$ cat config.mk
export PLATFORM = sky130hd
export DESIGN_NAME = bank_extender
export DESIGN_NICKNAME = d
export VERILOG_FILES = /design/src/rtl/bankx_pkg.sv /design/src/rtl/bankx_regs.sv /design/src/rtl/bankx_seq.sv /design/src/rtl/bankx_mux.sv /design/src/rtl/bank_extender.sv
export SDC_FILE = /design/constraint.sdc
export NUM_CORES = 1
export LEC_CHECK = 0
export BUFFER_PORTS_ARGS = -buffer_cell sky130_fd_sc_hd__buf_2
export CAP_MARGIN = 10
export CORE_AREA = 2 2 52 54
export DETAILED_ROUTE_END_ITERATION = 8
export DIE_AREA = 0 0 54 56
export HOLD_SLACK_MARGIN = 0.1
export PLACE_DENSITY_LB_ADDON = 0.15
export SYNTH_ARGS = -nofsm -noshare
export SYNTH_HDL_FRONTEND = slang
export SYNTH_SLANG_ARGS = --single-unit
$ cat constraint.sdc
create_clock -name clk -period 1.4 [get_ports clk]
set_input_delay 0 -clock clk [delete_from_list [all_inputs] [get_ports clk]]
set_output_delay 0 -clock clk [all_outputs]
set_load 0.02 [all_outputs]
$ cat src/rtl/bankx_pkg.sv
package bankx_pkg;

    typedef enum logic [1:0] {
        BSRC_EXEC   = 2'd0,
        BSRC_IND    = 2'd1,
        BSRC_NATIVE = 2'd2
    } bank_src_e;

    localparam logic [7:0] OPC_LDA_INDY = 8'hB1;
    localparam logic [7:0] OPC_STA_INDY = 8'h91;
    localparam logic [7:0] OPC_IDLE     = 8'hEA;

endpackage

$ cat src/rtl/bankx_regs.sv
module bankx_regs #(
    parameter int unsigned ADDR_W = 16,
    parameter int unsigned DATA_W = 8,
    parameter int unsigned BANK_W = 4,
    parameter logic [BANK_W-1:0] RST_BANK = '1
) (
    input  logic              clk,
    input  logic              rst_n,
    input  logic [ADDR_W-1:0] addr,
    input  logic              rnw,
    input  logic              emu,
    input  logic [DATA_W-1:0] wdata,
    output logic [BANK_W-1:0] exec_bank,
    output logic [BANK_W-1:0] ind_bank,
    output logic              rd_hit,
    output logic [DATA_W-1:0] rd_data
);

    typedef struct packed {
        logic [BANK_W-1:0] exec;
        logic [BANK_W-1:0] ind;
    } regs_t;

    regs_t regs_d, regs_q;
    logic  hit_exec, hit_ind;

    always_comb begin
        hit_exec = emu && (addr == ADDR_W'(0));
        hit_ind  = emu && (addr == ADDR_W'(1));
        regs_d   = regs_q;
        if (!rnw && hit_exec) regs_d.exec = wdata[BANK_W-1:0];
        if (!rnw && hit_ind)  regs_d.ind  = wdata[BANK_W-1:0];
        rd_hit  = rnw && (hit_exec || hit_ind);
        rd_data = '0;
        if (rd_hit) rd_data[BANK_W-1:0] = hit_ind ? regs_q.ind : regs_q.exec;
    end

    always_ff @(posedge clk or negedge rst_n) begin
        if (!rst_n) regs_q <= '{exec: RST_BANK, ind: RST_BANK};
        else        regs_q <= regs_d;
    end

    assign exec_bank = regs_q.exec;
    assign ind_bank  = regs_q.ind;

endmodule

$ cat src/rtl/bankx_seq.sv
module bankx_seq
    import bankx_pkg::*;
#(
    parameter int unsigned ADDR_W   = 16,
    parameter int unsigned DATA_W   = 8,
    parameter int unsigned CNT_W    = 3,
    parameter int unsigned PAGE_LSB = 8,
    parameter int unsigned IND_IDX  = 4
) (
    input  logic              clk,
    input  logic              rst_n,
    input  logic [ADDR_W-1:0] addr,
    input  logic              sync,
    input  logic [DATA_W-1:0] data,
    output logic              use_ind
);

    localparam logic [CNT_W-1:0] CNT_MAX   = '1;
    localparam logic [CNT_W-1:0] CNT_FIRST = CNT_W'(1);
    localparam logic [CNT_W-1:0] CNT_IND   = CNT_W'(IND_IDX);

    typedef struct packed {
        logic [DATA_W-1:0] op;
        logic [CNT_W-1:0]  cnt;
    } seq_t;

    seq_t seq_d, seq_q;
    logic ind_op, page_zero;

    always_comb begin
        ind_op    = (seq_q.op == DATA_W'(OPC_LDA_INDY)) ||
                    (seq_q.op == DATA_W'(OPC_STA_INDY));
        page_zero = (addr[ADDR_W-1:PAGE_LSB] == '0);
        use_ind   = !sync && ind_op && (seq_q.cnt >= CNT_IND) && !page_zero;
        seq_d     = seq_q;
        if (sync) begin
            seq_d.op  = data;
            seq_d.cnt = CNT_FIRST;
        end else if (seq_q.cnt != CNT_MAX) begin
            seq_d.cnt = seq_q.cnt + CNT_FIRST;
        end
    end

    always_ff @(posedge clk or negedge rst_n) begin
        if (!rst_n) seq_q <= '{op: DATA_W'(OPC_IDLE), cnt: '0};
        else        seq_q <= seq_d;
    end

endmodule

$ cat src/rtl/bankx_mux.sv
module bankx_mux
    import bankx_pkg::*;
#(
    parameter int unsigned BANK_W = 4
) (
    input  logic              emu,
    input  logic              use_ind,
    input  logic [BANK_W-1:0] exec_bank,
    input  logic [BANK_W-1:0] ind_bank,
    input  logic [BANK_W-1:0] native_bank,
    output logic [BANK_W-1:0] bank,
    output bank_src_e         src
);

    always_comb begin
        if (!emu)        src = BSRC_NATIVE;
        else if (use_ind) src = BSRC_IND;
        else             src = BSRC_EXEC;
        unique case (src)
            BSRC_IND:    bank = ind_bank;
            BSRC_NATIVE: bank = native_bank;
            default:     bank = exec_bank;
        endcase
    end

endmodule

$ cat src/rtl/bank_extender.sv
module bank_extender
    import bankx_pkg::*;
#(
    parameter int unsigned ADDR_W     = 16,
    parameter int unsigned DATA_W     = 8,
    parameter int unsigned BANK_W     = 4,
    parameter int unsigned CPU_BANK_W = 8,
    parameter int unsigned CNT_W      = 3
) (
    input  logic                  clk,
    input  logic                  rst_n,
    input  logic [ADDR_W-1:0]     cpu_addr,
    input  logic                  cpu_sync,
    input  logic                  cpu_rnw,
    input  logic                  cpu_emu,
    input  logic [DATA_W-1:0]     cpu_data,
    input  logic [CPU_BANK_W-1:0] cpu_bank,
    output logic [BANK_W-1:0]     sys_bank,
    output logic                  ext_buf_en,
    output logic [DATA_W-1:0]     reg_rdata
);

    localparam int unsigned PAGE_LSB = ADDR_W / 2;
    localparam int unsigned IND_IDX  = 4;

    logic [BANK_W-1:0] exec_bank, ind_bank;
    logic              rd_hit, use_ind;
    bank_src_e         bank_src;

    bankx_regs #(
        .ADDR_W(ADDR_W), .DATA_W(DATA_W), .BANK_W(BANK_W), .RST_BANK('1)
    ) u_regs (
        .clk(clk), .rst_n(rst_n), .addr(cpu_addr), .rnw(cpu_rnw),
        .emu(cpu_emu), .wdata(cpu_data), .exec_bank(exec_bank),
        .ind_bank(ind_bank), .rd_hit(rd_hit), .rd_data(reg_rdata)
    );

    bankx_seq #(
        .ADDR_W(ADDR_W), .DATA_W(DATA_W), .CNT_W(CNT_W),
        .PAGE_LSB(PAGE_LSB), .IND_IDX(IND_IDX)
    ) u_seq (
        .clk(clk), .rst_n(rst_n), .addr(cpu_addr), .sync(cpu_sync),
        .data(cpu_data), .use_ind(use_ind)
    );

    bankx_mux #(
        .BANK_W(BANK_W)
    ) u_mux (
        .emu(cpu_emu), .use_ind(use_ind), .exec_bank(exec_bank),
        .ind_bank(ind_bank), .native_bank(cpu_bank[BANK_W-1:0]),
        .bank(sys_bank), .src(bank_src)
    );

    assign ext_buf_en = !rd_hit;

endmodule

Word-level counts from Yosys, hierarchy flattened
Index checks and enable logic that the tools add are counted.
{"block": "word_totals", "inputBits": 37, "out_inout_bits": 13, "ff_bits": 19, "elab_cells": 36}
{"block": "op_classes", "n_mux": 7, "order_cmp": 1, "n_eq_ne": 6, "n_addsub": 1, "reduce_logical": 17}
{"operator": "$eq A16 B1 Y1 const B", "count": 1}
{"operator": "$eq A8 B8 Y1 const B", "count": 2}
{"operator": "$logic_not A16 Y1", "count": 1}
{"operator": "$logic_and A1 B1 Y1", "count": 8}
{"operator": "$logic_not A8 Y1", "count": 1}
{"operator": "$mux W4", "count": 2}
{"operator": "$pmux W4 S2", "count": 1}
{"operator": "$mux W3", "count": 2}
{"operator": "$logic_not A1 Y1", "count": 4}
{"operator": "$add A3 B1 Y3 const B", "count": 1}
{"operator": "$ge A3 B3 Y1 const B", "count": 1}
{"operator": "$ne A3 B3 Y1 const B", "count": 1}
{"operator": "$eq A2 B1 Y1 const B", "count": 1}
{"operator": "$eq A2 B2 Y1 const B", "count": 1}
{"operator": "$logic_or A1 B1 Y1", "count": 2}
{"operator": "$mux W2", "count": 1}
{"operator": "$reduce_bool A2 Y1", "count": 1}
{"operator": "$mux W1", "count": 1}

Longest topological paths before layout
Gate-level depths: netlist of run 1.
{"block": "logic_depth", "ltp_word": 9, "depth_mapped": 4}

Hierarchy
From an unflattened synthesis of run 1, not the netlist that was laid out.
{"block": "unflattened", "cells_unflattened": 89, "hier_area_um2": 1054.8}
{"mod": "bankx_regs", "cells_per_inst": 40, "n_inst": 1, "seq_area_each_um2": 210.2, "area_per_inst_um2": 490.5}
{"mod": "bankx_seq", "cells_per_inst": 32, "n_inst": 1, "seq_area_each_um2": 255.2, "area_per_inst_um2": 457.9}
{"mod": "bankx_mux", "cells_per_inst": 16, "n_inst": 1, "seq_area_each_um2": 0.0, "area_per_inst_um2": 102.6}
{"mod": "bank_extender", "cells_per_inst": 1, "n_inst": 1, "seq_area_each_um2": 0.0, "area_per_inst_um2": 3.8}

Worst setup path before layout of run 1
Ideal clock, no wire load.
{"block": "synth_path", "path_type": "reg-to-output", "start": "register u_seq.seq_q[10] (netlist name)", "end": "output sys_bank[0]", "n_path_buf": 0, "required_time_ns": 1.400, "slack_ns": -0.075, "arrival_time_ns": 1.475, "path_stages_with_launch": 5, "path_cell_list": "dfstp_2 -> nor4bb_1 -> and4_1 -> a31oi_1 -> a21oi_1"}
{"block": "synth_between", "elab_chain_len": 9}
{"element": "start, declared", "line": "bankx_seq.sv:27", "text": "seq_t seq_d, seq_q;"}
{"element": "start signal, assigned", "line": "bankx_seq.sv:45", "text": "if (!rst_n) seq_q <= '{op: DATA_W'(OPC_IDLE), cnt: '0};"}
{"element": "start signal, assigned", "line": "bankx_seq.sv:46", "text": "else seq_q <= seq_d;"}
{"element": "$eq A8 B8 Y1, on equally long branches", "line": "bankx_seq.sv:31, bankx_seq.sv:32"}
{"element": "$logic_or A1 B1 Y1 *", "line": "bankx_seq.sv:31", "text": "ind_op = (seq_q.op == DATA_W'(OPC_LDA_INDY)) ||"}
{"element": "$logic_and A1 B1 Y1 * (3 in a row)", "line": "bankx_seq.sv:34", "text": "use_ind = !sync && ind_op && (seq_q.cnt >= CNT_IND) && !page_zero;"}
{"element": "$mux W1 *", "line": "bankx_mux.sv:17", "text": "else if (use_ind) src = BSRC_IND;"}
{"element": "$mux W2 *", "line": "bankx_mux.sv:16", "text": "if (!emu) src = BSRC_NATIVE;"}
{"element": "$eq A2 B2 Y1 or $eq A2 B1 Y1 (tied branches)", "line": "bankx_mux.sv:19", "text": "unique case (src)"}
{"element": "$pmux W4 S2 *", "line": "bankx_mux.sv:19"}
{"element": "end, declared", "line": "bank_extender.sv:18", "text": "output logic [BANK_W-1:0] sys_bank,"}
Mark *: on every way between the ends. The rest lies on a longest branch, timed or not.

Final worst setup path of run 1
{"block": "layout_path", "start": "register u_seq.seq_q[10] (netlist name)", "end": "output sys_bank[3]"}
The elaborated chain is that of the path after synthesis.

==> impl_metrics.csv, run 1 <==
group,metric,value,unit
run_status,outcome,"finished, violations left",
run_status,violations,"setup timing",
power_and_ir_drop,p_leak,0.675,nW
clocking,cts_num_sinks,18,
setup_path,cp.arrival,1.74,ns
detailed_routing,viasPerCell,5.01,
logic_synthesis,synth_edf_count,0,
die,die_x,54,um
global_routing,first_global_vias,881,
power_and_ir_drop,power_density,727,mW/mm^2
power_and_ir_drop,peakVddDrop,0.607,mV
global_routing,antenna_found_initial,0,
placed_design,gp_congestion,0.667,
detailed_routing,drtIter0Drc,6,
setup_path,end_kind,"output pin",
power_and_ir_drop,share_comb_of_total_power,24.2,%
die,die_area,0.00302,sq mm
global_routing,track_usage,16.9,%
final_layout,syn_to_final_growth,41.6,%
logic_synthesis,ys_warn_count,0,
sta,hold_violations,0,
placed_design,dp_cells,162,
sta,finalSetupViolations,4,
detailed_routing,postRouteAntennaNets,0,
detailed_routing,drc,0,
final_layout,finish.net_count,186,
setup_path,path_class,"register to output pin",
detailed_routing,drt-pass1-iter-count,4,
detailed_routing,routed_wl,2370,um
clocking,cts_htree_levels,1,
logic_synthesis,synth_seq_cells,18,
clocking,cts_tree,"done",
clocking,cts_root_buffer,"clkbuf_4",
power_and_ir_drop,clockPowerShare,22.0,%
worst_hold_path,hold_class,"primary input to asynchronous set/reset pin",
sta,rsz0062_at_grt,"yes",
setup_path,crit_buf_inv,1,
final_layout,antennaDiodeCount,0,
setup_path,critical_path.top_delay_family,"flip-flops",
setup_path,r2r_cells,4,
global_routing,grt_max_degree,19,
sta,worst_slack,-0.339,ns
sta,drv_slew,0,
placed_design,dp_slack,-0.203,ns
die,die_h,56,um
final_layout,regArea,465,sq um
setup_path,path_max_fanout,4,
global_routing,grt_pass1_wl,3750,um
power_and_ir_drop,seq_power_share,53.8,%
sta,fmax,0.575,GHz
power_and_ir_drop,internal-power,0.811,mW
sta,fin_crit,1.74,ns
final_layout,multi_input_area,631,sq um
sta,worst_clock_skew,0.00512,ns
clocking,clockBufferDepth,2,
setup_path,cp_cell_sequence,"nor4bb_4, and4_4, a31oi_4, a21oi_2, buf_6",
final_layout,final_common_cell,"buf_2",
placed_design,dp_hpwl,1820,um
clocking,clkSlewWorstSetupHoldPaths,0.09,ns
run,cap_violations,0,
clocking,clkLatencyLatePin,0.29,ns
final_layout,mostFrequentLayoutCells,"buf_2 (36), mux2_2 (15), dfstp_2 (12)",
setup_path,critPathLaunchType,"register",
sta,finalCritPeriodShare,124,%
logic_synthesis,ys_seq_area_share,43.5,%
die,row_count,18,
setup_path,cp_slowest_cell,"dfstp_2",
logic_synthesis,ys.flop_type,"dfstp_2",
global_routing,grt-ovfl-total,0,
die,core_area,0.00243,sq mm
clocking,cts_made_buffers,3,
setup_path,path_depth,5,
setup_path,max_stage_delay,0.55,ns
die,initial_utilization,44.0,%
power_and_ir_drop,p_sw,0.291,mW
logic_synthesis,syn_inst,90,
logic_synthesis,synthArstFlopShare,100,%
detailed_routing,avgRoutedWirePerCell,13.5,um
die,ios,50,
logic_synthesis,synthDistinctLibCells,28,
power_and_ir_drop,sw_frac_of_total,26.4,%
detailed_routing,num_vias,877,
final_layout,finalNonFillerCells,175,
final_layout,nFillCells,202,
final_layout,drive_gt1_share,64.1,%
logic_synthesis,avgSynthCellArea,11.9,sq um
logic_synthesis,netlist_area,0.00107,sq mm
placed_design,portBuffers,40,
setup_path,worstPathRequired,1.40,ns
[final timing paths]
| check | start | endpoint | slack [ns] |
|---|---|---|---|
| worst max-delay path | u_seq.seq_q[10] | sys_bank[3] | -0.34 |
| max in group asynchronous | rst_n | u_regs.ind_bank[1] | 0.93 |
| worst max register to register | u_seq.seq_q[0] | u_seq.seq_q[0] | 0.20 |
| worst min-delay path | rst_n | u_seq.seq_q[2] | 0.15 |
| min in group clk | cpu_rnw | u_regs.exec_bank[2] | 0.18 |
| worst min register to register | u_seq.seq_q[5] | u_seq.seq_q[5] | 0.52 |
[power by group through the flow]
stage / Combinational, mW / Clock, mW / Sequential (mW)
finish: 0.267 / 0.242 / 0.592
global placement: 0.218 / 0 / 0.595
detailed placement: 0.230 / 0 / 0.597
global route: 0.296 / 0.274 / 0.597
CTS: 0.258 / 0.251 / 0.591
floorplan: 0.128 / 0 / 0.591
[layout make-up]
type                    count  share of cell area, %
multi-input cells          68                   41.6
flip-flops and latches     18                   30.7
repair buffers             55                   23.5
well taps                  30                   2.48
clock buffers               3                   1.49
inverters                   1                  0.248
[per-layer routing]
layer | global-route usage, % | vias up | part of all wire [%]
met5 | 0 | - | 0
met4 | 6.43 | 0 | 0.55
met3 | 1.61 | 2 | 5.8
met2 | 31.7 | 31 | 54
met1 | 18.5 | 410 | 39
li1 | - | 434 | -
[stage by stage]
step | setup TNS (ns) | utilization (%) | power (mW) | area, sq um | hold WS [ns]
2_1_floorplan | 0 | - | 0.719 | 1100 | -0.296
3_3_place_gp | -0.436 | 54.7 | 0.813 | 1330 | -0.0585
3_5_place_dp | -0.766 | 54.7 | 0.827 | 1330 | -0.0586
4_1_cts | -1.28 | 60.3 | 1.10 | 1470 | 0.156
5_1_grt | -1.87 | 62.3 | 1.17 | 1520 | 0.190
6_report | -1.33 | 62.3 | 1.10 | 1520 | 0.152
[cells by family after synthesis]
group / share of synthesized area (%)
compound gates: 6.07
xor+xnor: 0.818
fa+ha+maj: 2.34
buf+inv: 4.21
flops: 43.5
mux: 21.4
other cells: 0.350
simple gates: 21.4
[sequential cells by signal, indices dropped and copies added, names as in the netlist]
register,cells
u_regs.exec_bank,4
u_regs.ind_bank,4
u_seq.seq_q,10
[cells in the mapped netlist (2+ instances only)]
| cell | number | area (sq um) |
|---|---|---|
| a21oi_1 | 4 | 20.0 |
| buf_4 | 5 | 37.5 |
| ha_1 | 2 | 25.0 |
| nor2_1 | 10 | 37.5 |
| nand4_1 | 2 | 12.5 |
| o21ai_0 | 4 | 20.0 |
| dfstp_2 | 12 | 315 |
| nor4_4 | 2 | 42.5 |
| a31oi_1 | 4 | 25.0 |
| mux2_2 | 15 | 169 |
| dfrtp_1 | 6 | 150 |
| nor3_1 | 2 | 10.0 |
| nor4_1 | 2 | 12.5 |
| mux2i_1 | 6 | 60.1 |
[repair_timing]
action                                 in CTS  in global routing
cloned                                      0                  0
endpoints found under the hold margin      34                  0
setup endpoints to repair                   4                  4
hold buffers                                9                  0
resized for setup                          10                 10
buffers inserted                            0                  1
pin swaps                                   4                  8
No activity file was read; power rests on OpenSTA's default activity.
==> inputs of run 2 (changes only) <==
--- a/config.mk
+++ b/config.mk
@@ -5,11 +5,12 @@
 export SDC_FILE = /design/constraint.sdc
 export NUM_CORES = 1
 export LEC_CHECK = 0
+export ABC_AREA = 1
 export BUFFER_PORTS_ARGS = -buffer_cell sky130_fd_sc_hd__buf_2
 export CAP_MARGIN = 10
-export CORE_AREA = 2 2 52 54
+export CORE_AREA = 2 2 55 57
 export DETAILED_ROUTE_END_ITERATION = 8
-export DIE_AREA = 0 0 54 56
+export DIE_AREA = 0 0 57 59
 export HOLD_SLACK_MARGIN = 0.1
 export PLACE_DENSITY_LB_ADDON = 0.15
 export SYNTH_ARGS = -nofsm -noshare
==> impl_metrics.csv, run 2 <==
group,metric,value,unit
global_routing,track_usage,19.0,%
logic_synthesis,synth_top_area_share,26.9,%
power_and_ir_drop,clockPowerShare,23.8,%
detailed_routing,avgRoutedWirePerCell,11.9,um
power_and_ir_drop,peakVddDrop,0.707,mV
power_and_ir_drop,p_total,1.09,mW
placed_design,dp_cells,224,
sta,finalCritPeriodShare,106,%
sta,finalSetupViolations,4,
clocking,clkLatencyLatePin,0.29,ns
logic_synthesis,ys_seq_area_share,39.7,%
die,ios,50,
global_routing,first_global_vias,1107,
detailed_routing,drt-pass1-iter-count,5,
worst_hold_path,hold_class,"primary input to asynchronous set/reset pin",
run_status,violations,"setup timing",
logic_synthesis,post-synth-top-count-cell,"nand2_1",
sta,worst_clock_skew,0.000348,ns
global_routing,grt_max_degree,19,
final_layout,largest_reg_flops,10,
clocking,clockBufferDepth,2,
final_layout,mostFrequentLayoutCells,"nand2_1 (42), buf_2 (36), inv_1 (18)",
logic_synthesis,yosys-mux-area-fraction,0,%
logic_synthesis,synth_seq_cells,18,
final_layout,antennaDiodeCount,0,
clocking,clkSlewWorstSetupHoldPaths,0.10,ns
sta,hold_violations,0,
sta,worst_slack,-0.0865,ns
clocking,cts_htree_levels,1,
logic_synthesis,synthArstFlopShare,100,%
global_routing,grt_pass1_wl,4930,um
logic_synthesis,synth_compound_area_share,5.12,%
detailed_routing,drtIter0Drc,58,
power_and_ir_drop,p_leak,0.872,nW
logic_synthesis,synth_largest_area_cell,"dfstp_2",
die,die_x,57,um
logic_synthesis,synth_xor_area_share,0,%
setup_path,cp.arrival,1.49,ns
logic_synthesis,synth-simple-area-share,42.3,%
placed_design,place_area,0.00139,sq mm
sta,rsz0062_at_grt,"yes",
logic_synthesis,synth_adder_area_share,2.13,%
final_layout,drive_gt1_share,40.1,%
logic_synthesis,ys_warn_count,0,
final_layout,final_common_cell,"nand2_1",
setup_path,path_class,"register to output pin",
power_and_ir_drop,power_density,652,mW/mm^2
logic_synthesis,synth_edf_count,0,
logic_synthesis,synthTopCellsByArea,"dfstp_2 (27%), nand2_1 (14%), dfrtp_1 (13%)",
sta,fmax,0.673,GHz
placed_design,dp_hpwl,2020,um
logic_synthesis,synth_top_family_by_area,"simple AND/OR/NAND/NOR gates",
detailed_routing,routed_wl,2900,um
detailed_routing,viasPerCell,4.99,
final_layout,max_flop_register,"u_seq.seq_q",
die,core_area,0.00271,sq mm
sta,drv_slew,0,
placed_design,gp_congestion,0.824,
setup_path,end_kind,"output pin",
run_status,outcome,"finished, violations left",
logic_synthesis,ys.flop_type,"dfstp_2",
logic_synthesis,netlist_area,0.00117,sq mm
setup_path,path_max_fanout,5,
placed_design,portBuffers,40,
final_layout,syn_to_final_growth,42.5,%
sta,fin_crit,1.49,ns
logic_synthesis,synthDistinctLibCells,25,
run,cap_violations,0,
clocking,postCtsSetupBuffers,0,
clocking,cts_made_buffers,3,
clocking,cts_root_buffer,"clkbuf_4",
die,die_area,0.00336,sq mm
logic_synthesis,syn_inst,156,
clocking,cts_num_sinks,18,
final_layout,fin_area,0.00167,sq mm
detailed_routing,postRouteAntennaNets,0,
global_routing,grt-ovfl-total,0,
final_layout,nFillCells,251,
clocking,cts_tree,"done",
final_layout,fin_util,61.7,%
power_and_ir_drop,p_sw,0.314,mW
power_and_ir_drop,sw_frac_of_total,28.8,%
die,die_h,59,um
sta,fin_hold_ws,0.144,ns
detailed_routing,num_vias,1212,
power_and_ir_drop,internal-power,0.777,mW
die,row_count,19,
power_and_ir_drop,seq_power_share,53.7,%
die,initial_utilization,43.3,%
final_layout,finish.net_count,253,
logic_synthesis,avgSynthCellArea,7.52,sq um
setup_path,critPathLaunchType,"register",
logic_synthesis,ys_top_cells_by_count,"nand2_1 (43), nand3_1 (22), inv_1 (19)",
global_routing,antenna_found_initial,0,
power_and_ir_drop,share_comb_of_total_power,22.5,%
final_layout,finalNonFillerCells,243,
detailed_routing,drc,0,
setup_path,worstPathRequired,1.40,ns
[run 2: cells by family (layout without fill, tap and decap cells)]
family	Yosys count	in the layout
adder cells (fa/ha/maj)	2	2
AND/OR/NAND/NOR	99	99
AO/OA/AOI/OAI	9	9
flip-flops	18	18
buffers and inverters	27	80
other	1	4
[run 2: final cells by class]
class	instances	area, sq um	area share, %
sequential	18	465	27.8
timing repair buffer	56	385	23.0
tap	31	38.8	2.32
inverter	21	83.8	5.01
clock buffer	3	22.5	1.35
multi-input combinational	114	677	40.5
[run 2: power by group through the flow]
stage	clock network [mW]	registers [mW]	logic, mW
finish	0.260	0.586	0.245
global route	0.289	0.590	0.278
CTS	0.260	0.583	0.237
detailed placement	0	0.588	0.186
global placement	0	0.587	0.179
floorplan	0	0.583	0.113
[run 2: per-layer routing]
metal,vias up,share of wire (%),GRT usage [%]
met5,-,0,0
met4,0,1.2,5.98
met3,4,7.0,2.18
met2,52,53,34.6
met1,549,38,23.4
li1,607,-,-
[run 2: worst paths after layout]
| path | start | endpoint | slack [ns] | depth (start not counted) |
|---|---|---|---|---|
| setup / recovery | u_seq.seq_q[10] | sys_bank[2] | -0.09 | 6 |
| hold / removal | rst_n | u_seq.seq_q[5] | 0.14 | 2 |
| setup reg to reg | u_seq.seq_q[4] | u_seq.seq_q[4] | 0.08 | 3 |
| hold reg to reg | u_seq.seq_q[10] | u_seq.seq_q[10] | 0.48 | 2 |
| max in group asynchronous | rst_n | u_regs.exec_bank[1] | 0.94 | 2 |
| min in group clk | cpu_sync | u_seq.seq_q[6] | 0.15 | 4 |
[run 2: per-stage QoR]
step                setup WS [ns]  setup TNS, ns
global placement            0.169              0
finish                    -0.0865         -0.311
global route               -0.168         -0.633
detailed placement          0.132              0
floorplan                   0.284              0
CTS                       -0.0901         -0.325
[run 2: worst max-delay path, stage by stage, from the launching register on]
cell and delay [ns]:
dfstp_2 0.55, nand3_2 0.07, nor2_4 0.19, nand2_4 0.09, nand3_2 0.08, nand3_2 0.07
buf_6 0.14
[run 2: repair_timing]
| item | CTS | global route |
|---|---|---|
| hold buffers | 16 | 0 |
| endpoints found under the hold margin | 34 | 0 |
| gates cloned | 0 | 0 |
| resized for setup | 22 | 5 |
| setup endpoints to repair | 4 | 4 |
| pin swaps | 5 | 8 |
